--- src/rtl/arb_prio_enc.sv ---
module arb_prio_enc #(
  parameter int unsigned N_IN  = 4,
  localparam int unsigned IDX_W = $clog2(N_IN)
) (
  input  logic [N_IN-1:0]  req_i,
  output logic [IDX_W-1:0] idx_o,
  output logic             valid_o
);
  // descending scan so the lowest set index is the last to assign
  always_comb begin
    idx_o = '0;
    for (int i = N_IN - 1; i >= 0; i--) begin
      if (req_i[i]) idx_o = IDX_W'(i);
    end
  end

  assign valid_o = |req_i;
endmodule

--- src/rtl/arb_idx_dec.sv ---
module arb_idx_dec #(
  parameter int unsigned N_OUT = 4,
  localparam int unsigned IDX_W = $clog2(N_OUT)
) (
  input  logic [IDX_W-1:0] idx_i,
  input  logic             en_i,
  output logic [N_OUT-1:0] onehot_o
);
  for (genvar g = 0; g < N_OUT; g++) begin : g_line
    assign onehot_o[g] = en_i && (idx_i == IDX_W'(g));
  end
endmodule

--- src/rtl/arb_own_ctrl.sv ---
module arb_own_ctrl #(
  parameter int unsigned N_REQ = 4,
  localparam int unsigned IDX_W = $clog2(N_REQ)
) (
  input  logic             clk_i,
  input  logic             rst_ni,
  input  logic [N_REQ-1:0] req_i,
  input  logic [IDX_W-1:0] win_idx_i,
  input  logic             win_valid_i,
  input  logic [N_REQ-1:0] win_onehot_i,
  output logic [N_REQ-1:0] ack_o,
  output logic             busy_o
);
  logic [N_REQ-1:0] ack_q;
  logic             busy_q;
  logic [IDX_W-1:0] owner_q;
  logic             owner_holds;

  assign owner_holds = req_i[owner_q];

  always_ff @(posedge clk_i or negedge rst_ni) begin
    if (!rst_ni) begin
      ack_q   <= '0;
      busy_q  <= 1'b0;
      owner_q <= '0;
    end else if (!busy_q) begin
      if (win_valid_i) begin
        ack_q   <= win_onehot_i;
        busy_q  <= 1'b1;
        owner_q <= win_idx_i;
      end
    end else if (!owner_holds) begin
      // release edge; arbitration resumes one edge later
      ack_q  <= '0;
      busy_q <= 1'b0;
    end
  end

  assign ack_o  = ack_q;
  assign busy_o = busy_q;
endmodule

--- src/rtl/bus_arbiter_par.sv ---
module bus_arbiter_par #(
  parameter int unsigned N_REQ = 4,
  localparam int unsigned IDX_W = $clog2(N_REQ)
) (
  input  logic             clk_i,
  input  logic             rst_ni,
  input  logic [N_REQ-1:0] req_i,
  output logic [N_REQ-1:0] ack_o,
  output logic             busy_o,
  output logic             cbrq_o
);
  logic [IDX_W-1:0] win_idx;
  logic             win_valid;
  logic [N_REQ-1:0] win_onehot;

  arb_prio_enc #(.N_IN(N_REQ)) u_enc (
    .req_i   (req_i),
    .idx_o   (win_idx),
    .valid_o (win_valid)
  );

  arb_idx_dec #(.N_OUT(N_REQ)) u_dec (
    .idx_i    (win_idx),
    .en_i     (win_valid),
    .onehot_o (win_onehot)
  );

  arb_own_ctrl #(.N_REQ(N_REQ)) u_own (
    .clk_i        (clk_i),
    .rst_ni       (rst_ni),
    .req_i        (req_i),
    .win_idx_i    (win_idx),
    .win_valid_i  (win_valid),
    .win_onehot_i (win_onehot),
    .ack_o        (ack_o),
    .busy_o       (busy_o)
  );

  // wired-OR of waiting non-owners
  assign cbrq_o = busy_o && |(req_i & ~ack_o);
endmodule

--- config.mk ---
export PLATFORM = sky130hd
export DESIGN_NAME = bus_arbiter_par
export DESIGN_NICKNAME = d
export VERILOG_FILES = /design/src/rtl/arb_prio_enc.sv /design/src/rtl/arb_idx_dec.sv /design/src/rtl/arb_own_ctrl.sv /design/src/rtl/bus_arbiter_par.sv
export SDC_FILE = /design/constraint.sdc
export NUM_CORES = 1
export LEC_CHECK = 0
export BUFFER_PORTS_ARGS = -buffer_cell sky130_fd_sc_hd__buf_4
export CAP_MARGIN = 20
export CORE_AREA = 2 2 39 41
export DETAILED_ROUTE_END_ITERATION = 8
export DIE_AREA = 0 0 41 43
export PLACE_DENSITY_LB_ADDON = 0.08
export SLEW_MARGIN = 10
export SYNTH_ARGS = -nofsm -noshare
export SYNTH_HDL_FRONTEND = slang
export SYNTH_HIERARCHICAL = 1
export SYNTH_SLANG_ARGS = --single-unit
--- constraint.sdc ---
create_clock -name clk_i -period 1.3 [get_ports clk_i]
set_input_delay 0.13 -clock clk_i [delete_from_list [all_inputs] [get_ports clk_i]]
set_output_delay 0.13 -clock clk_i [all_outputs]
set_load 0.01 [all_outputs]
## Yosys cells after proc, flatten, opt, wreduce, memory -nomap -nowiden

Index checks and enable logic that the tools add are counted.

| operators by class | value |
|---|---|
| eq/ne operators | 4 |
| bitwise logic cells | 3 |
| $lt $le $gt $ge | 1 |
| mux-type cells | 12 |
| reduce and logical (&&, ||, !) cells | 11 |

Operators by type and width:

| operator | number |
|---|---|
| $mux W4 | 3 |
| $mux W2 | 4 |
| $reduce_or A4 Y1 | 2 |
| $logic_and A1 B1 Y1 | 5 |
| $and A4 B4 Y4 | 1 |
| $eq A2 B2 Y1 const B | 2 |
| $mux W1 | 4 |
| $not A4 Y4 | 1 |
| $reduce_and A2 Y1 | 2 |
| $lt A2 B3 Y1 const B | 1 |
| $bmux W1 S2 | 1 |
| $eq A2 B1 Y1 const B | 1 |
| $logic_not A2 Y1 | 1 |
| $ne A2 B2 Y1 const B | 1 |
| $reduce_bool A2 Y1 | 1 |
| $not A1 Y1 | 1 |

| word-level totals | value |
|---|---|
| input port bits | 6 |
| register bits | 7 |
| word-level logic and storage cells | 34 |

## Longest topological paths before layout

Gate-level depths: netlist of the first run.

| logic depth | value |
|---|---|
| word-level depth | 8 |
| depth in mapped cells | 5 |
| mapped depth without buffers | 5 |

## By module

The synthesis of the first run kept the hierarchy.

By module, submodules not included:

| module | cells each | instances | area each (µm²) |
|---|---|---|---|
| arb_own_ctrl | 25 | 1 | 335.3 |
| arb_idx_dec | 4 | 1 | 37.5 |
| bus_arbiter_par | 5 | 1 | 36.3 |
| arb_prio_enc | 7 | 1 | 35.0 |

## Least setup slack after synthesis of the first run

No wires, ideal clock.

| timing | value |
|---|---|
| path kind | register -> register |
| start point | register u_own.busy_q (netlist: u_own/busy_o) |
| end point | register u_own.owner_q[0] |
| stages on the path, launching flop included | 3 |
| buffers on the path | 0 |
| setup time | 0.125 ns |
| data arrival time | 0.967 ns |
| path slack | 0.208 ns |
| path through | dfrtp_1 -> nor2b_2 -> mux2_2 |

| on the way | value |
|---|---|
| longest elaborated chain between the ends | 2 |

Ends and longest elaborated chain:

| item | line | source |
|---|---|---|
| from (decl) | arb_own_ctrl.sv:15 | `logic busy_q;` |
| from (signal assigned) | arb_own_ctrl.sv:24 | `busy_q <= 1'b0;` |
| from (signal assigned) | arb_own_ctrl.sv:29 | `busy_q <= 1'b1;` |
| from (signal assigned) | arb_own_ctrl.sv:35 | `busy_q <= 1'b0;` |
| $not A1 Y1 (no source line) | - |  |
| $reduce_and A2 Y1 (no source line) | - |  |
| to (signal assigned) | arb_own_ctrl.sv:30 | `owner_q <= win_idx_i;` |
| to (decl) | arb_own_ctrl.sv:16 | `logic [IDX_W-1:0] owner_q;` |

Every way passes these cells.
A chain may end at the register's enable or synchronous reset.

## Worst setup path after layout of the first run

| timing | value |
|---|---|
| start point | register u_own.ack_q[0] (netlist: u_own/ack_o[0]) |
| end point | output port cbrq_o |

| on the way | value |
|---|---|
| longest elaborated chain between the ends | 4 |

Ends and longest elaborated chain:

| item | line | source |
|---|---|---|
| from (decl) | arb_own_ctrl.sv:14 | `logic [N_REQ-1:0] ack_q;` |
| from (signal assigned) | arb_own_ctrl.sv:28 | `ack_q <= win_onehot_i;` |
| $not A4 Y4 | bus_arbiter_par.sv:40 | `assign cbrq_o = busy_o && \|(req_i & ~ack_o);` |
| $and A4 B4 Y4 | bus_arbiter_par.sv:40 |  |
| $reduce_or A4 Y1 | bus_arbiter_par.sv:40 |  |
| $logic_and A1 B1 Y1 | bus_arbiter_par.sv:40 |  |
| to (decl) | bus_arbiter_par.sv:10 | `output logic cbrq_o` |

Every way passes these cells.

==> impl_results.md, run 1 <==
* DP HPWL at 780 microns
* Min Clock Period, post-route at 1350 ps
* Synthesized area at 444 sq um
* Int Pwr at 700 uW
* End of the worst register-to-register path: u_own/busy_o$_DFF_PN0_
* Initial Util at 32.1%
* First-pass GRT wire length at 1610 microns
* Post-synth top area cell: dfrtp_1
* CP arrival at 1220 ps
* Area post-placement at 564 sq um
* Setup crit start: u_own/ack_o[0]$_DFFE_PN0P_
* Total power at 1060 uW
* Post-synthesis mux area share at 18.6%
* Num rows at 14
* Ratio of cells with drive above 1 in the final layout at 44.4%
* Hold Fails Final Rpt at 0
* Status: finished with violations
* CTS clk-pin slew, worst paths at 50 ps
* PD cells at 1670 nW/um^2
* Post-Synth Simple-Gate Area at 24.8%
* Routability Congestion at 0.665
* Commonest non-fill, non-tap cell in the layout: buf_4
* Xor and xnor fraction of the mapped netlist area at 0%
* Post-route DRC violation count at 0
* CORE AREA at 1380 sq um
* Mean routed wirelength per cell at 12.8 microns
* Worst r2r src: u_own/owner_q[0]$_DFFE_PN0P_
* Total area of multi-input combinational cells at 260 sq um
* Global route hottest layer: met2
* Pleak at 0.000325 uW
* Crit-path max FO at 2
* Most frequent cells in the layout: buf_4, dfrtp_1, mux2i_1
* Root Buffer: clkbuf_4
* RSZ-0062 raised after global routing: yes
* Failing checks: setup timing
* Initial DRC count at 5
* CTS Buf Count at 3
* Sequential area share after synthesis at 39.4%
* Setup WS post-layout at -50.4 ps
* Max Freq at 741 MHz
* FF+latch count, synth at 7
* Reg area at 175 sq um
* Fillers at 134
* Vias in the first global route at 364
* Drt via density at 4.80
* Clock Path Buffers at 2
* Mean post-synth cell area at 10.8 sq um
* Reg2Reg Depth at 3
* Startpoint Class: flop
* Max-capacitance violation count at 0
* Pin count of the biggest net entering global routing at 8
* Max-slew headroom at 75.0%
* Switching share of power at 33.8%
* Final net count at 70
* N_diodes at 0
* Largest family of logic cells by synthesized area: simple AND/OR/NAND/NOR gates
* Slew @ Worst Pin at 372 ps
* Setup TNS at -50.4 ps
* Synth area leaders: dfrtp_1, mux2i_1, o2bb2ai_1
* Net Sw Power at 358 uW
* Design Area, Final at 634 sq um
* Reg power frac at 33.7%
* Max-slew violation count at 0
* Power share of the combinational group at 48.6%
* Final ANT Viol Nets at 0
* Class of the worst hold path: in2async
* Overall routed net length at 1010 microns
* Die Ht at 43 microns
* Remaining global-route overflow at 0
* DRT Pass-1 Iters at 2
* Final period utilization at 104%
* TritonCTS Sinks at 7
* GR Util met1 at 18.6%
* Met3 usage in global routing at 3.14%
* Setup CP Type: reg2out
* Final setup vio count at 1
* Share of the synthesized area in the top cell type at 39.4%
* Syn Nets at 47
* Worst-case vdd ir drop at 743 uV
* P&R area growth vs syn at 42.8%
* Met2 global-route usage at 19.1%
* Synth Area in Adders at 0%
* Synth warn at 6
* Setup crit end: cbrq_o
* Io pins at 12
* IO buf count at 11
* Detailed-route via count at 379
* Required time of the critical path at 1170 ps
* Die Footprint at 1760 sq um
* Compound-gate portion of the synthesized area at 15.2%
* Initial antenna violation count at 0
* Clock Skew at 1.82 ps
* CTS tree: built
* Clk pwr share at 17.8%
* Die Width at 41 microns
* Synth cell types at 19
* Post-synthesis cell count at 41
* Reg-to-reg slack, setup at 190 ps
* H-tree depth at 1
* Total GRT Usage at 14.0%
* Worst setup EP type: primary output
* Clock latency on the worst-skew pair at 240 ps
## area by class of cell
type,instances,area share [%]
multi-input cells,32,41.0
clock buffers,4,4.14
inverters,1,0.592
flip-flops and latches,7,27.6
repair buffers,19,23.5
well taps,16,3.16
## metal layers
metal	vias up	routed length, microns	part of all wire, %
met5	-	0	0
met4	0	11	1.1
met3	2	54	5.3
met2	9	482	48
met1	175	464	46
li1	193	-	-
## power groups by stage
stage	registers, uW	logic [uW]	clock network, uW
5_1_grt	368	562	212
4_1_cts	355	483	201
6_report	356	514	188
3_3_place_gp	368	434	0
3_5_place_dp	369	438	0
2_1_floorplan	391	220	0
## stage by stage
stage | hold slack (ps) | utilization (%) | instances | setup WS (ps)
global placement | -54.7 | 40.8 | 70 | 108
finish | 223 | 45.8 | 79 | -50.4
global route | 225 | 45.8 | 79 | -108
CTS | 214 | 45.0 | 78 | -54.8
floorplan | -166 | - | 41 | 208
detailed placement | -52.6 | 40.8 | 70 | 68.0
## cells in the mapped netlist
cell type / n
nor3b_2: 1
nand2_1: 2
mux2_2: 2
o2bb2ai_1: 4
and3b_1: 2
dfrtp_1: 7
a21oi_2: 1
and3_2: 1
nor2_1: 2
nor2b_1: 4
nor3_1: 1
o41a_1: 1
nor2b_2: 1
nand2b_1: 2
or2_1: 1
o22ai_2: 1
mux2i_1: 6
buf_2: 1
inv_1: 1
## timing repair
item                                    in CTS  in global routing
gates resized for setup                      0                  1
hold buffers                                 1                  0
endpoints found under the hold margin        7                  0
setup buffers                                3                  1
pin swaps                                    1                  1
endpoints found under the setup margin       1                  1
## worst min-delay path by stage
stage | startpoint | to | cells past startpoint
4_1_cts | rst_ni | u_own/ack_o[0]$_DFFE_PN0P_ | 2
5_1_grt | rst_ni | u_own/ack_o[0]$_DFFE_PN0P_ | 2
3_5_place_dp | rst_ni | u_own/owner_q[0]$_DFFE_PN0P_ | 1
2_1_floorplan | rst_ni | u_own/ack_o[0]$_DFFE_PN0P_ | 0
6_report | rst_ni | u_own/owner_q[1]$_DFFE_PN0P_ | 2
3_3_place_gp | rst_ni | u_own/owner_q[1]$_DFFE_PN0P_ | 1
## critical path, cell delays in order, from the launching register on
cell,delay (ps)
dfrtp_1,360
nor2b_1,50
o41a_1,430
buf_6,130
## state kept, by name (all words and copies together) (netlist names)
register,flops
u_own/ack_o,4
u_own/owner_q,2
u_own/busy_o,1
## kinds of logic after synthesis
| family | after synthesis |
|---|---|
| muxes | 8 |
| and+or+nand+nor | 17 |
| DFF | 7 |
| AOI/OAI and AO/OA | 7 |
| buffers and inverters | 2 |
No activity file was read; power rests on OpenSTA's default activity.
==> run 2, diff against run 1 <==
- GPL_TIMING_DRIVEN: default -> 0
- SETUP_SLACK_MARGIN: default -> 0.4
==> run 2 against run 1 <==
  * The run still ends with setup timing left
  * Via count rose by 5.5%
  * Combinational power grew 25%
  * Critical path type unchanged
  * Highest routed layer unchanged
  * Core utilization up 6.1 points
  * Clock power down 3%
  * Cell area increased by 13%
==> impl_results.md, run 2 (synthesized netlist as in run 1, its figures left out) <==
* Ratio of cells with drive above 1 in the final layout at 56.9%
* Remaining global-route overflow at 0
* Crit-path max FO at 2
* Setup WS post-layout at -53.4 ps
* Final ANT Viol Nets at 0
* N_diodes at 0
* Fillers at 125
* Failing checks: setup timing
* CP peak stage delay at 430 ps
* Die Ht at 43 microns
* Clock Path Buffers at 2
* CTS Buf Count at 3
* Initial DRC count at 5
* Initial antenna violation count at 0
* Setup CP Type: reg2out
* GR Util met1 at 18.1%
* CTS tree: built
* DP HPWL at 769 microns
* Hold Fails Final Rpt at 0
* Met3 usage in global routing at 1.57%
* PD cells at 1680 nW/um^2
* Worst r2r src: u_own/owner_q[0]$_DFFE_PN0P_
* Class of the worst hold path: in2async
* CP max stage cell: o41a_1
* Post-route DRC violation count at 0
* Root Buffer: clkbuf_4
* Initial Util at 32.1%
* CORE AREA at 1380 sq um
* Total GRT Usage at 15.8%
* CTS clk-pin slew, worst paths at 50 ps
* Final net count at 72
* Die Width at 41 microns
* TritonCTS Sinks at 7
* P&R area growth vs syn at 62.0%
* Routability Congestion at 0.653
* Io pins at 12
* Most frequent cells in the layout: buf_4, buf_6, mux2i_1, dfrtp_1, nor2b_1
* Final Non-Filler Cells at 81
* Mean routed wirelength per cell at 14.6 microns
* Num rows at 14
* Pin count of the biggest net entering global routing at 8
* Drt via density at 4.94
* Slew @ Worst Pin at 362 ps
* DRT Pass-1 Iters at 4
* Commonest non-fill, non-tap cell in the layout: buf_4
* # placed instances at 68
* Clock latency on the worst-skew pair at 240 ps
* Worst setup EP type: primary output
* Vias in the first global route at 426
* Max-capacitance violation count at 0
* Die Footprint at 1760 sq um
* Cell Chain, Critical Path: nor2b_1 -> o41a_1 -> buf_6
* Final period utilization at 104%
* First-pass GRT wire length at 1810 microns
* H-tree depth at 1
* Post-route core utilization at 52.0%
* Max-slew violation count at 0
* CP arrival at 1220 ps
* Setup crit start: u_own/ack_o[0]$_DFFE_PN0P_
* Status: finished with violations
* CP bufs+invs at 1
* Required time of the critical path at 1170 ps
* Global route hottest layer: met2
* Met2 global-route usage at 25.0%
* Startpoint Class: flop
* RSZ-0062 raised after global routing: yes
* Overall routed net length at 1180 microns
* Final setup vio count at 1
* Worst-case vdd ir drop at 1000 uV
* Max FFs per register at 4
* IO buf count at 11
* Clock Skew at 1.19 ps
* Max-slew headroom at 75.7%
* CP delay by family, top: compound AO/OA/AOI/OAI gates
* Detailed-route via count at 400
* Pleak at 0.000366 uW
* Setup TNS at -53.4 ps
* Max Freq at 739 MHz
* Min Clock Period, post-route at 1350 ps
[run 2: cell count changes in the layout (fill, tap and decap cells not counted), moves of 2 or more]
cell / previous run / this run
mux2_2: 2 / 0
buf_4: 17 / 13
o2bb2ai_1: 4 / 1
mux2_4: 0 / 2
o2bb2ai_2: 0 / 3
buf_6: 1 / 7
[run 2: timing repair]
| action | 4_1_cts | 5_1_grt |
|---|---|---|
| hold buffers | 1 | 0 |
| setup endpoints to repair | 13 | 13 |
| gates resized for setup | 8 | 4 |
| buffers inserted | 7 | 1 |
| endpoints found under the hold margin | 7 | 0 |
| pin swaps | 2 | 2 |
[run 2: power by group]
part	internal (uW)	switching, uW	total [uW]
Clock	116	67.1	183
Combinational	375	265	640
Sequential	294	93.6	388
[run 2: worst reg2reg max path: stages (launching register included)]
cell,delay (ps)
dfrtp_1,390
mux2i_1,240
o22ai_2,150
or2_1,240
[run 2: layer usage]
layer	vias up	part of all wire (%)	wire, microns
li1	198	-	-
met1	191	45	534
met2	9	50	594
met3	2	3.4	40
met4	0	0.93	11
met5	-	0	0
[run 2: metrics by stage]
| step | cell area [sq um] | setup WS (ps) | hold slack [ps] | total power (uW) |
|---|---|---|---|---|
| 6_report | 719 | -53.4 | 227 | 1210 |
| 5_1_grt | 719 | -98.6 | 218 | 1290 |
| 4_1_cts | 693 | -72.7 | 215 | 1160 |
| 3_5_place_dp | 567 | -32.1 | -57.3 | 822 |
| 3_3_place_gp | 567 | -26.9 | -59.0 | 810 |
| 2_1_floorplan | 464 | 260 | -166 | 651 |
[run 2: worst paths after layout]
path,to,depth (start not counted),slack (ps)
max,cbrq_o,3,-50
min,u_own/owner_q[1]$_DFFE_PN0P_,2,230
max reg2reg,u_own/busy_o$_DFF_PN0_,3,160
min reg2reg,u_own/owner_q[1]$_DFFE_PN0P_,1,550
max in group asynchronous,u_own/busy_o$_DFF_PN0_,2,950
min in group clk_i,u_own/owner_q[0]$_DFFE_PN0P_,3,370
[run 2: layout make-up]
type	count	area, sq um	share of cell area, %
multi-input combinational	32	307	42.6
sequential	7	176	24.5
timing repair buffer	20	175	24.3
clock buffer	4	26.3	3.65
tap	16	20.0	2.78
buffer	1	11.3	1.57
inverter	1	3.75	0.522
